--- src/rtl/gpio_regs_pkg.sv ---
package gpio_regs_pkg;

  localparam int unsigned ADDR_W = 12;

  localparam logic [ADDR_W-1:0] OFF_DIN  = 12'h000;
  localparam logic [ADDR_W-1:0] OFF_DOUT = 12'h004;
  localparam logic [ADDR_W-1:0] OFF_DIR  = 12'h008;
  localparam logic [ADDR_W-1:0] OFF_MASK = 12'hF00;
  localparam logic [ADDR_W-1:0] OFF_MIS  = 12'hF04;
  localparam logic [ADDR_W-1:0] OFF_RIS  = 12'hF08;
  localparam logic [ADDR_W-1:0] OFF_CLR  = 12'hF0C;

  // one write strobe per writable register
  typedef struct packed {
    logic dout;
    logic dir;
    logic mask;
    logic clr;
  } wr_sel_t;

endpackage

--- src/rtl/gpio_apb_decode.sv ---
module gpio_apb_decode
  import gpio_regs_pkg::*;
#(
  parameter int unsigned DW = 32,
  parameter int unsigned NP = 8,
  parameter int unsigned NS = 4 * NP
) (
  input  logic              psel,
  input  logic              penable,
  input  logic              pwrite,
  input  logic [ADDR_W-1:0] paddr,
  input  logic [NP-1:0]     din,
  input  logic [NP-1:0]     dout,
  input  logic [NP-1:0]     dir,
  input  logic [NS-1:0]     mask,
  input  logic [NS-1:0]     ris,
  input  logic [NS-1:0]     mis,
  output wr_sel_t           wsel,
  output logic [DW-1:0]     prdata
);

  logic acc_wr;
  logic acc_rd;

  always_comb begin
    acc_wr = psel & penable & pwrite;
    acc_rd = psel & penable & ~pwrite;
  end

  // write strobes; offsets without a writable register fall through
  always_comb begin
    wsel = '0;
    if (acc_wr) begin
      case (paddr)
        OFF_DOUT: wsel.dout = 1'b1;
        OFF_DIR:  wsel.dir  = 1'b1;
        OFF_MASK: wsel.mask = 1'b1;
        OFF_CLR:  wsel.clr  = 1'b1;
        default:  ;
      endcase
    end
  end

  // read mux, zero outside an access-phase read
  always_comb begin
    prdata = '0;
    if (acc_rd) begin
      case (paddr)
        OFF_DIN:  prdata[NP-1:0] = din;
        OFF_DOUT: prdata[NP-1:0] = dout;
        OFF_DIR:  prdata[NP-1:0] = dir;
        OFF_MASK: prdata[NS-1:0] = mask;
        OFF_MIS:  prdata[NS-1:0] = mis;
        OFF_RIS:  prdata[NS-1:0] = ris;
        default:  ;
      endcase
    end
  end

endmodule

--- src/rtl/gpio_out_regs.sv ---
module gpio_out_regs #(
  parameter int unsigned NP = 8
) (
  input  logic          clk,
  input  logic          rst_n,
  input  logic          wr_dout,
  input  logic          wr_dir,
  input  logic [NP-1:0] wdata,
  output logic [NP-1:0] dout_q,
  output logic [NP-1:0] dir_q
);

  logic [NP-1:0] dout_n;
  logic [NP-1:0] dir_n;

  always_comb begin
    dout_n = dout_q;
    dir_n  = dir_q;
    if (wr_dout) dout_n = wdata;
    if (wr_dir)  dir_n  = wdata;
  end

  always_ff @(posedge clk or negedge rst_n) begin
    if (!rst_n) begin
      dout_q <= '0;
      dir_q  <= '0;
    end else begin
      dout_q <= dout_n;
      dir_q  <= dir_n;
    end
  end

endmodule

--- src/rtl/gpio_irq_unit.sv ---
module gpio_irq_unit #(
  parameter int unsigned NS = 32
) (
  input  logic          clk,
  input  logic          rst_n,
  input  logic [NS-1:0] cond_i,
  input  logic          wr_mask,
  input  logic          wr_clr,
  input  logic [NS-1:0] wdata,
  output logic [NS-1:0] mask_q,
  output logic [NS-1:0] ris_q,
  output logic [NS-1:0] mis,
  output logic          irq_q
);

  logic [NS-1:0] mask_n;
  logic [NS-1:0] clr_vec;
  logic          irq_n;

  always_comb begin
    clr_vec = wr_clr ? wdata : '0;
    mask_n  = wr_mask ? wdata : mask_q;
    mis     = ris_q & mask_q;
    irq_n   = |mis;
  end

  // one sticky flag per source; a pulse outranks a clear in the same cycle
  for (genvar i = 0; i < NS; i++) begin : g_src
    logic flag_q;
    logic flag_n;

    always_comb flag_n = cond_i[i] | (flag_q & ~clr_vec[i]);

    always_ff @(posedge clk or negedge rst_n) begin
      if (!rst_n) flag_q <= 1'b0;
      else        flag_q <= flag_n;
    end

    assign ris_q[i] = flag_q;
  end

  always_ff @(posedge clk or negedge rst_n) begin
    if (!rst_n) begin
      mask_q <= '0;
      irq_q  <= 1'b0;
    end else begin
      mask_q <= mask_n;
      irq_q  <= irq_n;
    end
  end

endmodule

--- src/rtl/gpio_apb_regs.sv ---
module gpio_apb_regs
  import gpio_regs_pkg::*;
#(
  parameter int unsigned NUM_PINS = 8,
  parameter int unsigned DATA_W   = 32
) (
  input  logic                  pclk,
  input  logic                  presetn,
  input  logic                  psel,
  input  logic                  penable,
  input  logic                  pwrite,
  input  logic [ADDR_W-1:0]     paddr,
  input  logic [DATA_W-1:0]     pwdata,
  output logic [DATA_W-1:0]     prdata,
  output logic                  pready,
  output logic                  pslverr,
  input  logic [NUM_PINS-1:0]   pin_sync_i,
  input  logic [4*NUM_PINS-1:0] cond_i,
  output logic [NUM_PINS-1:0]   dout_o,
  output logic [NUM_PINS-1:0]   dir_o,
  output logic                  irq_o
);

  localparam int unsigned NUM_SRC = 4 * NUM_PINS;

  wr_sel_t              wsel;
  logic [NUM_SRC-1:0]   mask_q;
  logic [NUM_SRC-1:0]   ris_q;
  logic [NUM_SRC-1:0]   mis;

  assign pready  = 1'b1;
  assign pslverr = 1'b0;

  gpio_apb_decode #(
    .DW (DATA_W),
    .NP (NUM_PINS),
    .NS (NUM_SRC)
  ) u_dec (
    .psel    (psel),
    .penable (penable),
    .pwrite  (pwrite),
    .paddr   (paddr),
    .din     (pin_sync_i),
    .dout    (dout_o),
    .dir     (dir_o),
    .mask    (mask_q),
    .ris     (ris_q),
    .mis     (mis),
    .wsel    (wsel),
    .prdata  (prdata)
  );

  gpio_out_regs #(
    .NP (NUM_PINS)
  ) u_out (
    .clk     (pclk),
    .rst_n   (presetn),
    .wr_dout (wsel.dout),
    .wr_dir  (wsel.dir),
    .wdata   (pwdata[NUM_PINS-1:0]),
    .dout_q  (dout_o),
    .dir_q   (dir_o)
  );

  gpio_irq_unit #(
    .NS (NUM_SRC)
  ) u_irq (
    .clk     (pclk),
    .rst_n   (presetn),
    .cond_i  (cond_i),
    .wr_mask (wsel.mask),
    .wr_clr  (wsel.clr),
    .wdata   (pwdata[NUM_SRC-1:0]),
    .mask_q  (mask_q),
    .ris_q   (ris_q),
    .mis     (mis),
    .irq_q   (irq_o)
  );

endmodule

--- config.mk ---
export PLATFORM = sky130hd
export DESIGN_NAME = gpio_apb_regs
export DESIGN_NICKNAME = d
export VERILOG_FILES = /design/src/rtl/gpio_regs_pkg.sv /design/src/rtl/gpio_apb_decode.sv /design/src/rtl/gpio_out_regs.sv /design/src/rtl/gpio_irq_unit.sv /design/src/rtl/gpio_apb_regs.sv
export SDC_FILE = /design/constraint.sdc
export NUM_CORES = 1
export LEC_CHECK = 0
export BUFFER_PORTS_ARGS = -buffer_cell sky130_fd_sc_hd__buf_2
export CORE_MARGIN = 4
export CORE_UTILIZATION = 50
export DETAILED_ROUTE_END_ITERATION = 10
export PLACE_DENSITY = 0.82
export SLEW_MARGIN = 0
export SYNTH_ARGS = -nofsm -noshare
export SYNTH_HDL_FRONTEND = slang
export SYNTH_SLANG_ARGS = --single-unit
--- constraint.sdc ---
create_clock -name pclk -period 2.6 [get_ports pclk]
set_input_delay 0.13 -clock pclk [delete_from_list [all_inputs] [get_ports pclk]]
set_output_delay 0.13 -clock pclk [all_outputs]
set_load 0.01 [all_outputs]
==> results.sh, run 1 <==
export IMPL_cts_tree="built"
export IMPL_synth_top_family_by_area="compound AO/OA/AOI/OAI gates"
export IMPL_antenna_found_initial=1
export IMPL_nets=641
export IMPL_cts_buffer_depth=2
export IMPL_cts_buffers=9
export IMPL_portBuffers=137
export IMPL_cts_hold_buf=33
export IMPL_drt_wl_total_um=11400
export IMPL_cts_resized=0
export IMPL_viasPerCell=5.66
export IMPL_track_usage_pct=23.1
export IMPL_pwr_density_cell_nw_per_um2=417
export IMPL_arrival_ps=1930
export IMPL_crit_chain="buf_2 -> or4_4 -> nor4_2 -> buf_4 -> nand2_1 -> buf_4 -> nor2_1 -> buf_2"
export IMPL_route_antenna_remaining_nets=0
export IMPL_synthArstFlopShare_pct=100
export IMPL_hold_viol_final=0
export IMPL_cp_end_kind="output pin"
export IMPL_synth_edf_count=0
export IMPL_initialDrtViolationCount=181
export IMPL_synth_area_per_cell_um2=10.8
export IMPL_synth_seq_cells=81
export IMPL_p_leak_uw=0.00248
export IMPL_synth_area_mux_share_pct=15.0
export IMPL_cpMaxStageDelayCell="or4_4"
export IMPL_post_cts_buffers=0
export IMPL_worstSkewPairLatency_ps=340
export IMPL_core_area_um2=7890
export IMPL_synth_cell_type_count=34
export IMPL_skew_ps=4.43
export IMPL_synth_top_area_share_pct=48.9
export IMPL_timing_worst_setup_path_type="in2out"
export IMPL_start_util_pct=52.6
export IMPL_place_gp_congestion=0.840
export IMPL_synth_area_um2=4150
export IMPL_yosysWarnings=0
export IMPL_drive_gt1_share_pct=38.3
export IMPL_rsz0062_at_grt="no"
export IMPL_worst_ep_required_time_ps=2470
export IMPL_syn_nets=474
export IMPL_ioPinCount=140
export IMPL_drv_cap=0
export IMPL_remaining_drc_errors=0
export IMPL_startpoint_type="primary input"
export IMPL_min_period_over_period_pct=79.4
export IMPL_power_uw=2260
export IMPL_worstPathMaxFanout=24
export IMPL_std_cell_rows=32
export IMPL_globalRouteOverflowTotal=0
export IMPL_dp_cells=610
export IMPL_htree_levels=3
export IMPL_grt_max_degree=82
export IMPL_vias=3710
export IMPL_relSlewSlack_pct=32.6
export IMPL_synthAdderAreaFrac_pct=0
export IMPL_worst_pin_slew_ps=1010
export IMPL_cpPeakStageDelay_ps=570
export IMPL_hpwl_um=8050
export IMPL_clock_root_buffer="clkbuf_8"
export IMPL_fp_dieArea_um2=9810
export IMPL_status="finished, final reports clean"
export IMPL_synth_xor_area_share_pct=0
export IMPL_grt_pass1_wl_um=18400
export IMPL_cts_reportedPaths_clkPinSlew_ps=70
export IMPL_regArea_um2=2030
export IMPL_ys_top_cells_by_area="dfrtp_1 (49%), mux2_2 (13%), a21o_1 (5.8%), a2bb2oi_1 (5.1%), nand2_1 (4.0%)"
export IMPL_synthSimpleGateAreaFrac_pct=11.8
export IMPL_synth_main_ff_cell="dfrtp_1"
export IMPL_max_freq_ghz=0.484
export IMPL_routedWlPerCell_um=17.3
export IMPL_synth_top_area_cell="dfrtp_1"
export IMPL_synth_compound_area_share_pct=21.2
export IMPL_fin_tns_setup_ps=0
export IMPL_nFillCells=617
export IMPL_cts_sinks=81
export IMPL_multi_input_area_um2=2010
export IMPL_area_delta_synth_final_pct=30.6
export IMPL_synthMostInstantiatedCell="dfrtp_1"
export IMPL_die_width_um=99.1
export IMPL_fin_cells=656
export IMPL_hold_class="in2reg"
export IMPL_netlist_instances=385
export IMPL_first_pass_iters=4
export IMPL_ys_top_cells_by_count="dfrtp_1 (81), mux2_2 (47), nand2_1 (44), nor2_1 (34), a21o_1 (32)"
export IMPL_n_antenna_cell=0
export IMPL_report_final_slew_viol_count=0
export IMPL_setup_viol=0
export IMPL_seq_area_frac_synth_pct=48.9
export IMPL_fin_crit_ps=2060
export IMPL_ir_drop_mv=0.312
export IMPL_die_y_um=99.1
export IMPL_grt_pass1_vias=3721
export IMPL_hold_ws_ps=37.9
routing by layer:
| metal | GRT usage, % | wire length [µm] |
|---|---|---|
| met5 | 0 | 7 |
| met4 | 5.15 | 127 |
| met3 | 5.38 | 825 |
| met2 | 39.4 | 5650 |
| met1 | 29.9 | 4750 |
worst paths after layout:
path                       cells past startpoint                    from  slack, ps                endpoint
max in group asynchronous                      2                 presetn       1450  u_irq.g_src[25].flag_q
hold / removal                                 2              pwdata[13]         40        u_irq.mask_q[13]
min in group asynchronous                      2                 presetn        500         u_out.dout_q[7]
hold reg to reg                                1   u_irq.g_src[5].flag_q        520   u_irq.g_src[5].flag_q
setup reg to reg                               3  u_irq.g_src[18].flag_q       1130             u_irq.irq_q
setup / recovery                               8                paddr[7]        540              prdata[21]
sequential cells by signal, summed over array words and instances (netlist names):
register	flops
u_out.dout_q	8
u_irq.g_src.flag_q	32
u_out.dir_q	8
u_irq.mask_q	32
u_irq.irq_q	1
final cells by class:
type / instances / share of cell area (%)
clock buffers: 12 / 2.68
clock inverters: 1 / 0.0924
inverters: 1 / 0.0693
multi-input cells: 280 / 37.1
flip-flops and latches: 81 / 37.4
well taps: 102 / 2.36
repair buffers: 179 / 20.3
per-stage QoR:
step,utilization (%),area [µm²],setup slack (ps)
3_3_place_gp,62.5,4930,353
4_1_cts,68.6,5410,553
3_5_place_dp,62.5,4930,293
5_1_grt,68.6,5410,478
6_report,68.6,5410,536
2_1_floorplan,-,4150,452
cell families after synthesis:
kind of cell	count (synthesis)
other	2
muxes	56
buffers and inverters	24
and+or+nand+nor	102
AOI/OAI and AO/OA	120
DFF	81
power breakdown:
part	switching, µW	internal, µW
Combinational	115	116
Clock	410	357
Sequential	0.995	1260
Total	526	1730
cells in the final DEF (no fill, tap or decap), types with 9 or more instances in the layout:
cell type,netlist,final
buf_2,0,136
dfrtp_1,81,81
mux2_2,47,47
nand2_1,44,44
nor2_1,34,34
dlygate4sd3_1,0,33
a21o_1,32,32
o21ai_0,24,24
a2bb2oi_1,24,24
a22oi_1,16,16
clkbuf_8,0,10
buf_4,2,9
worst max-delay path: cells and delay by family:
kind,cells,cell delay (ps)
and+or+nand+nor,4,1080
buffers and inverters,4,720
(Power assumes the default switching activity.)
==> run 2: changes to the inputs <==
==> constraint.sdc (replaced) <==
create_clock -name pclk -period 1.9 [get_ports pclk]
set_input_delay 0.095 -clock pclk [delete_from_list [all_inputs] [get_ports pclk]]
set_output_delay 0.095 -clock pclk [all_outputs]
set_load 0.01 [all_outputs]
==> run 2 against run 1 <==
Net effect:
- design area is 7.6% higher
- first-iteration DRC count is 16% lower
- via count grew 6.2%
- die area did not move
- hold slack worse by 18 ps
- critical path type is now in2reg
==> results.sh, run 2 (synthesis gave the netlist of run 1 again) <==
export IMPL_htree_levels=3
export IMPL_routedWlPerCell_um=17.9
export IMPL_route_antenna_remaining_nets=0
export IMPL_grt_max_degree=45
export IMPL_crit_start="paddr[7]"
export IMPL_initialDrtViolationCount=152
export IMPL_fin_crit_ps=1830
export IMPL_n_antenna_cell=0
export IMPL_nets=673
export IMPL_reg2reg_depth=3
export IMPL_skew_ps=9.31
export IMPL_cp_depth=6
export IMPL_cts_tree="built"
export IMPL_met1Wirelength_um=5110
export IMPL_pwr_density_cell_nw_per_um2=575
export IMPL_top_regs="u_irq.g_src.flag_q x32, u_irq.mask_q x32"
export IMPL_crit_chain="buf_2 -> or4_4 -> or4_4 -> nor4_4 -> buf_12 -> mux2_2"
export IMPL_hold_class="in2reg"
export IMPL_cpPeakStageDelay_ps=530
export IMPL_critPathBufInv=2
export IMPL_cts_buffers=9
export IMPL_met3_length_um=828
export IMPL_worst_ep_required_time_ps=2140
export IMPL_pwr_share_clk_pct=37.4
export IMPL_drt_wl_total_um=12400
export IMPL_post_cts_buffers=0
export IMPL_setup_viol=0
export IMPL_hold_viol_final=0
export IMPL_worstSkewPairLatency_ps=350
export IMPL_drv_cap=0
export IMPL_cp_end_kind="register"
export IMPL_cts_reportedPaths_clkPinSlew_ps=80
export IMPL_worst_pin_slew_ps=728
export IMPL_ioPinCount=140
export IMPL_fin_tns_setup_ps=0
export IMPL_portBuffers=137
export IMPL_r2r_end="u_irq.irq_q"
export IMPL_arrival_ps=2070
export IMPL_drive_gt1_share_pct=38.7
export IMPL_remaining_drc_errors=0
export IMPL_max_freq_ghz=0.547
export IMPL_p_int_uw=2560
export IMPL_hpwl_um=8400
export IMPL_timing_worst_setup_path_type="in2reg"
export IMPL_grt_pass1_wl_um=19800
export IMPL_hold_path_startpoint="pwdata[27]"
export IMPL_track_usage_pct=25.2
export IMPL_dp_cells=620
export IMPL_status="finished, final reports clean"
export IMPL_power_frac_comb_pct=11.0
export IMPL_start_util_pct=52.6
export IMPL_first_pass_iters=5
export IMPL_core_area_um2=7890
export IMPL_met2_length_um=6130
export IMPL_startpoint_type="primary input"
export IMPL_min_period_over_period_pct=96.3
export IMPL_clock_root_buffer="clkbuf_8"
export IMPL_globalRouteOverflowTotal=0
export IMPL_mostFrequentLayoutCell="buf_2"
export IMPL_fp_dieArea_um2=9810
export IMPL_power_share_switching_pct=23.4
export IMPL_p_leak_uw=0.00265
export IMPL_regToRegSetupSlack_ps=440
export IMPL_top_layer="met4"
export IMPL_report_final_slew_viol_count=0
export IMPL_ir_drop_mv=0.396
export IMPL_die_width_um=99.1
export IMPL_cpMaxStageDelayCell="or4_4"
export IMPL_viasPerCell=5.70
export IMPL_cts_sinks=81
export IMPL_grt_pass1_vias=4102
export IMPL_std_cell_rows=32
export IMPL_fin_cells=691
export IMPL_seqPwrFrac_pct=51.5
export IMPL_antenna_found_initial=0
export IMPL_rr_startpoint="u_irq.g_src[28].flag_q"
export IMPL_fin_util_pct=73.8
export IMPL_endpoint="u_irq.mask_q[17]"
export IMPL_die_y_um=99.1
export IMPL_area_delta_synth_final_pct=40.5
export IMPL_worstPathMaxFanout=32
export IMPL_path_common_cell="or4_4"
export IMPL_final_cell_mix="buf_2 (136), dfrtp_1 (81), dlygate4sd3_1 (55), mux2_2 (47), nand2_1 (43)"
export IMPL_relSlewSlack_pct=51.4
export IMPL_rsz0062_at_grt="no"
export IMPL_netSwitchingPower_uw=785
export IMPL_cts_buffer_depth=2
export IMPL_cp_top_family="simple AND/OR/NAND/NOR gates"
export IMPL_place_gp_congestion=0.822
export IMPL_vias=3941
run 2: cell types whose count changed in the layout (fill, tap and decap cells not counted), moves of 2 or more:
cell	change
buf_12	+4
buf_4	+6
clkinvlp_4	+3
dlygate4sd3_1	+22
nor2_1	-2
nor2_2	+2
run 2: power by group through the flow:
stage               Combinational [µW]  Clock [µW]  Sequential [µW]
global route                       402        1340             1730
finish                             370        1250             1730
global placement                   269           0             1760
CTS                                365        1280             1730
floorplan                         93.4           0             1760
detailed placement                 275           0             1760
run 2: through the flow:
| step | power (µW) | hold WS (ps) | instance area, µm² | setup slack (ps) |
|---|---|---|---|---|
| finish | 3350 | 20.1 | 5820 | 71.1 |
| global placement | 2030 | 130 | 5060 | -248 |
| detailed placement | 2030 | 137 | 5060 | -289 |
| CTS | 3370 | 3.12 | 5820 | 31.3 |
| floorplan | 1850 | -201 | 4150 | -213 |
| global route | 3470 | 5.08 | 5820 | 15.9 |
run 2: layout make-up:
class	instances	area, µm²
sequential	81	2030
inverter	1	3.75
clock inverter	4	52.6
timing repair buffer	211	1440
multi-input combinational	280	2020
fill	537	2060
tap	102	128
clock buffer	12	145
run 2: routing by layer:
metal | vias up | global-route usage, %
met5 | - | 0
met4 | 0 | 8.61
met3 | 31 | 6.44
met2 | 166 | 41.8
met1 | 1925 | 32.0
li1 | 1819 | -
run 2: worst min path at each step:
| stage | end | slack (ps) | depth (start not counted) |
|---|---|---|---|
| 3_5_place_dp | u_out.dout_q[7] | 140 | 1 |
| 6_report | u_irq.mask_q[27] | 20 | 2 |
| 2_1_floorplan | u_irq.g_src[0].flag_q | -200 | 0 |
| 3_3_place_gp | u_out.dir_q[7] | 130 | 1 |
| 4_1_cts | u_irq.mask_q[8] | 3 | 2 |
| 5_1_grt | u_irq.mask_q[27] | 5 | 2 |
run 2: timing repair:
action / 4_1_cts / 5_1_grt
resized for setup: 2 / 2
pin swaps: 0 / 1
hold buffers: 55 / 0
setup endpoints to repair: 3 / 15
endpoints found under the hold margin: 96 / 0
==> run 3: changes to the inputs <==
--- a/config.mk
+++ b/config.mk
@@ -7,9 +7,9 @@
 export LEC_CHECK = 0
 export BUFFER_PORTS_ARGS = -buffer_cell sky130_fd_sc_hd__buf_2
 export CORE_MARGIN = 4
-export CORE_UTILIZATION = 50
+export CORE_UTILIZATION = 35
 export DETAILED_ROUTE_END_ITERATION = 10
-export PLACE_DENSITY = 0.82
+export PLACE_DENSITY = 0.62
 export SLEW_MARGIN = 0
 export SYNTH_ARGS = -nofsm -noshare
 export SYNTH_HDL_FRONTEND = slang
==> run 3 against run 2 <==
Net effect:
- largest power group is now the clock network
- cell count rose by 3.5%
- maximum frequency down 0.56%
- die area increased by 39%
- via count shrank 5.5%
- highest routed layer unchanged
- register-to-register slack worse by 40 ps
- sequential share of layout area barely moved
- critical endpoint is now u_irq.mask_q[26]
==> results.sh, run 3 (synthesis gave the netlist of run 1 again) <==
export IMPL_area_delta_synth_final_pct=40.4
export IMPL_cts_tree="built"
export IMPL_viasPerCell=5.21
export IMPL_crit_chain="buf_2 -> or4_4 -> or4_4 -> nor4_4 -> buf_12 -> mux2_2"
export IMPL_clock_root_buffer="clkbuf_16"
export IMPL_std_cell_rows=39
export IMPL_die_width_um=117
export IMPL_fp_dieArea_um2=13600
export IMPL_reg2reg_depth=3
export IMPL_rr_startpoint="u_irq.g_src[18].flag_q"
export IMPL_worst_pin_slew_ps=665
export IMPL_top_regs="u_irq.g_src.flag_q x32, u_irq.mask_q x32"
export IMPL_critPathBufInv=2
export IMPL_relSlewSlack_pct=55.6
export IMPL_startpoint_type="primary input"
export IMPL_status="finished, final reports clean"
export IMPL_mostFrequentLayoutCell="buf_2"
export IMPL_globalRouteOverflowTotal=0
export IMPL_fin_crit_ps=1840
export IMPL_fin_tns_setup_ps=0
export IMPL_vias=3723
export IMPL_regToRegSetupSlack_ps=400
export IMPL_max_freq_ghz=0.544
export IMPL_n_antenna_cell=0
export IMPL_htree_levels=3
export IMPL_cpMaxStageDelayCell="or4_4"
export IMPL_hpwl_um=9050
export IMPL_drt_wl_total_um=12000
export IMPL_path_common_cell="or4_4"
export IMPL_start_util_pct=36.0
export IMPL_portBuffers=137
export IMPL_pwr_density_cell_nw_per_um2=682
export IMPL_place_gp_congestion=0.818
export IMPL_grt_pass1_vias=3885
export IMPL_nets=656
export IMPL_worst_ep_required_time_ps=2120
export IMPL_cp_end_kind="register"
export IMPL_cts_buffers=9
export IMPL_worstSkewPairLatency_ps=340
export IMPL_cts_buffer_depth=2
export IMPL_r2r_end="u_irq.irq_q"
export IMPL_routedWlPerCell_um=16.8
export IMPL_p_leak_uw=0.00264
export IMPL_hold_path_startpoint="pwdata[28]"
export IMPL_skew_ps=6.04
export IMPL_hold_class="in2reg"
export IMPL_rsz0062_at_grt="no"
export IMPL_drv_cap=0
export IMPL_nFillCells=1070
export IMPL_hold_viol_final=0
export IMPL_cts_sinks=81
export IMPL_first_pass_iters=4
export IMPL_route_antenna_remaining_nets=0
export IMPL_final_cell_mix="buf_2 (136), dfrtp_1 (81), mux2_2 (47), nand2_1 (43), dlygate4sd3_1 (36)"
export IMPL_worstPathMaxFanout=32
export IMPL_setup_viol=0
export IMPL_timing_worst_setup_path_type="in2reg"
export IMPL_hold_path_end="u_irq.mask_q[28]"
export IMPL_drive_gt1_share_pct=40.4
export IMPL_cpPeakStageDelay_ps=530
export IMPL_report_final_slew_viol_count=0
export IMPL_cp_top_family="simple AND/OR/NAND/NOR gates"
export IMPL_die_y_um=117
export IMPL_ir_drop_mv=0.486
export IMPL_core_area_um2=11500
export IMPL_grt_pass1_wl_um=19300
export IMPL_ioPinCount=140
export IMPL_arrival_ps=2060
export IMPL_cts_reportedPaths_clkPinSlew_ps=60
export IMPL_grt_max_degree=48
export IMPL_track_usage_pct=18.1
export IMPL_remaining_drc_errors=0
export IMPL_antenna_found_initial=0
export IMPL_whs_path_depth=2
export IMPL_min_period_over_period_pct=96.8
export IMPL_fin_util_pct=50.5
export IMPL_initialDrtViolationCount=127
-- run 3: area by class of cell --
class | count | area [µm²] | share of cell area [%]
clock inverters | 6 | 91.3 | 1.57
multi-input cells | 280 | 2020 | 34.7
clock buffers | 10 | 239 | 4.11
well taps | 143 | 179 | 3.07
inverters | 1 | 3.75 | 0.0645
repair buffers | 194 | 1260 | 21.6
flip-flops and latches | 81 | 2030 | 34.8
-- run 3: where the power goes --
group          switching [µW]  internal (µW)
sequential               1.37           1730
combinational             164            171
clock                     720           1190
total                     885           3090
-- run 3: worst max-delay path by stage --
stage | from | endpoint | slack [ps] | cells past startpoint
after floorplan | paddr[7] | u_irq.mask_q[15] | -210 | 5
after global placement | paddr[7] | u_irq.mask_q[9] | -260 | 6
after detailed placement | paddr[7] | u_irq.mask_q[23] | -290 | 6
after CTS | paddr[7] | prdata[22] | 4 | 8
after global routing | paddr[7] | prdata[3] | 2 | 8
final | paddr[7] | u_irq.mask_q[26] | 60 | 6
-- run 3: through the flow --
stage	power, µW	hold slack, ps	std cells	setup WS (ps)	area, µm²
global route	4130	4.69	715	2.43	5820
detailed placement	2040	92.7	662	-287	5100
floorplan	1850	-201	385	-213	4150
finish	3970	9.60	715	60.8	5820
global placement	2030	82.8	662	-257	5100
CTS	4020	0.225	714	3.76	5800
-- run 3: timing repair --
action,CTS,global route
hold endpoints to repair,69,0
setup endpoints to repair,32,16
hold buffers,36,0
buffers inserted,0,1
pin swaps,1,0
resized for setup,1,3
-- run 3: routing by layer --
metal,track usage (%),share of wire [%]
met1,23.5,44
met2,29.1,47
met3,4.27,6.4
met4,7.80,2.4
met5,0,0
-- run 3: worst reg2reg max path, cell delays in order, from the launching register on --
cell	delay (ps)
dfrtp_1	410
a22oi_1	280
nand4_1	150
or4_1	540
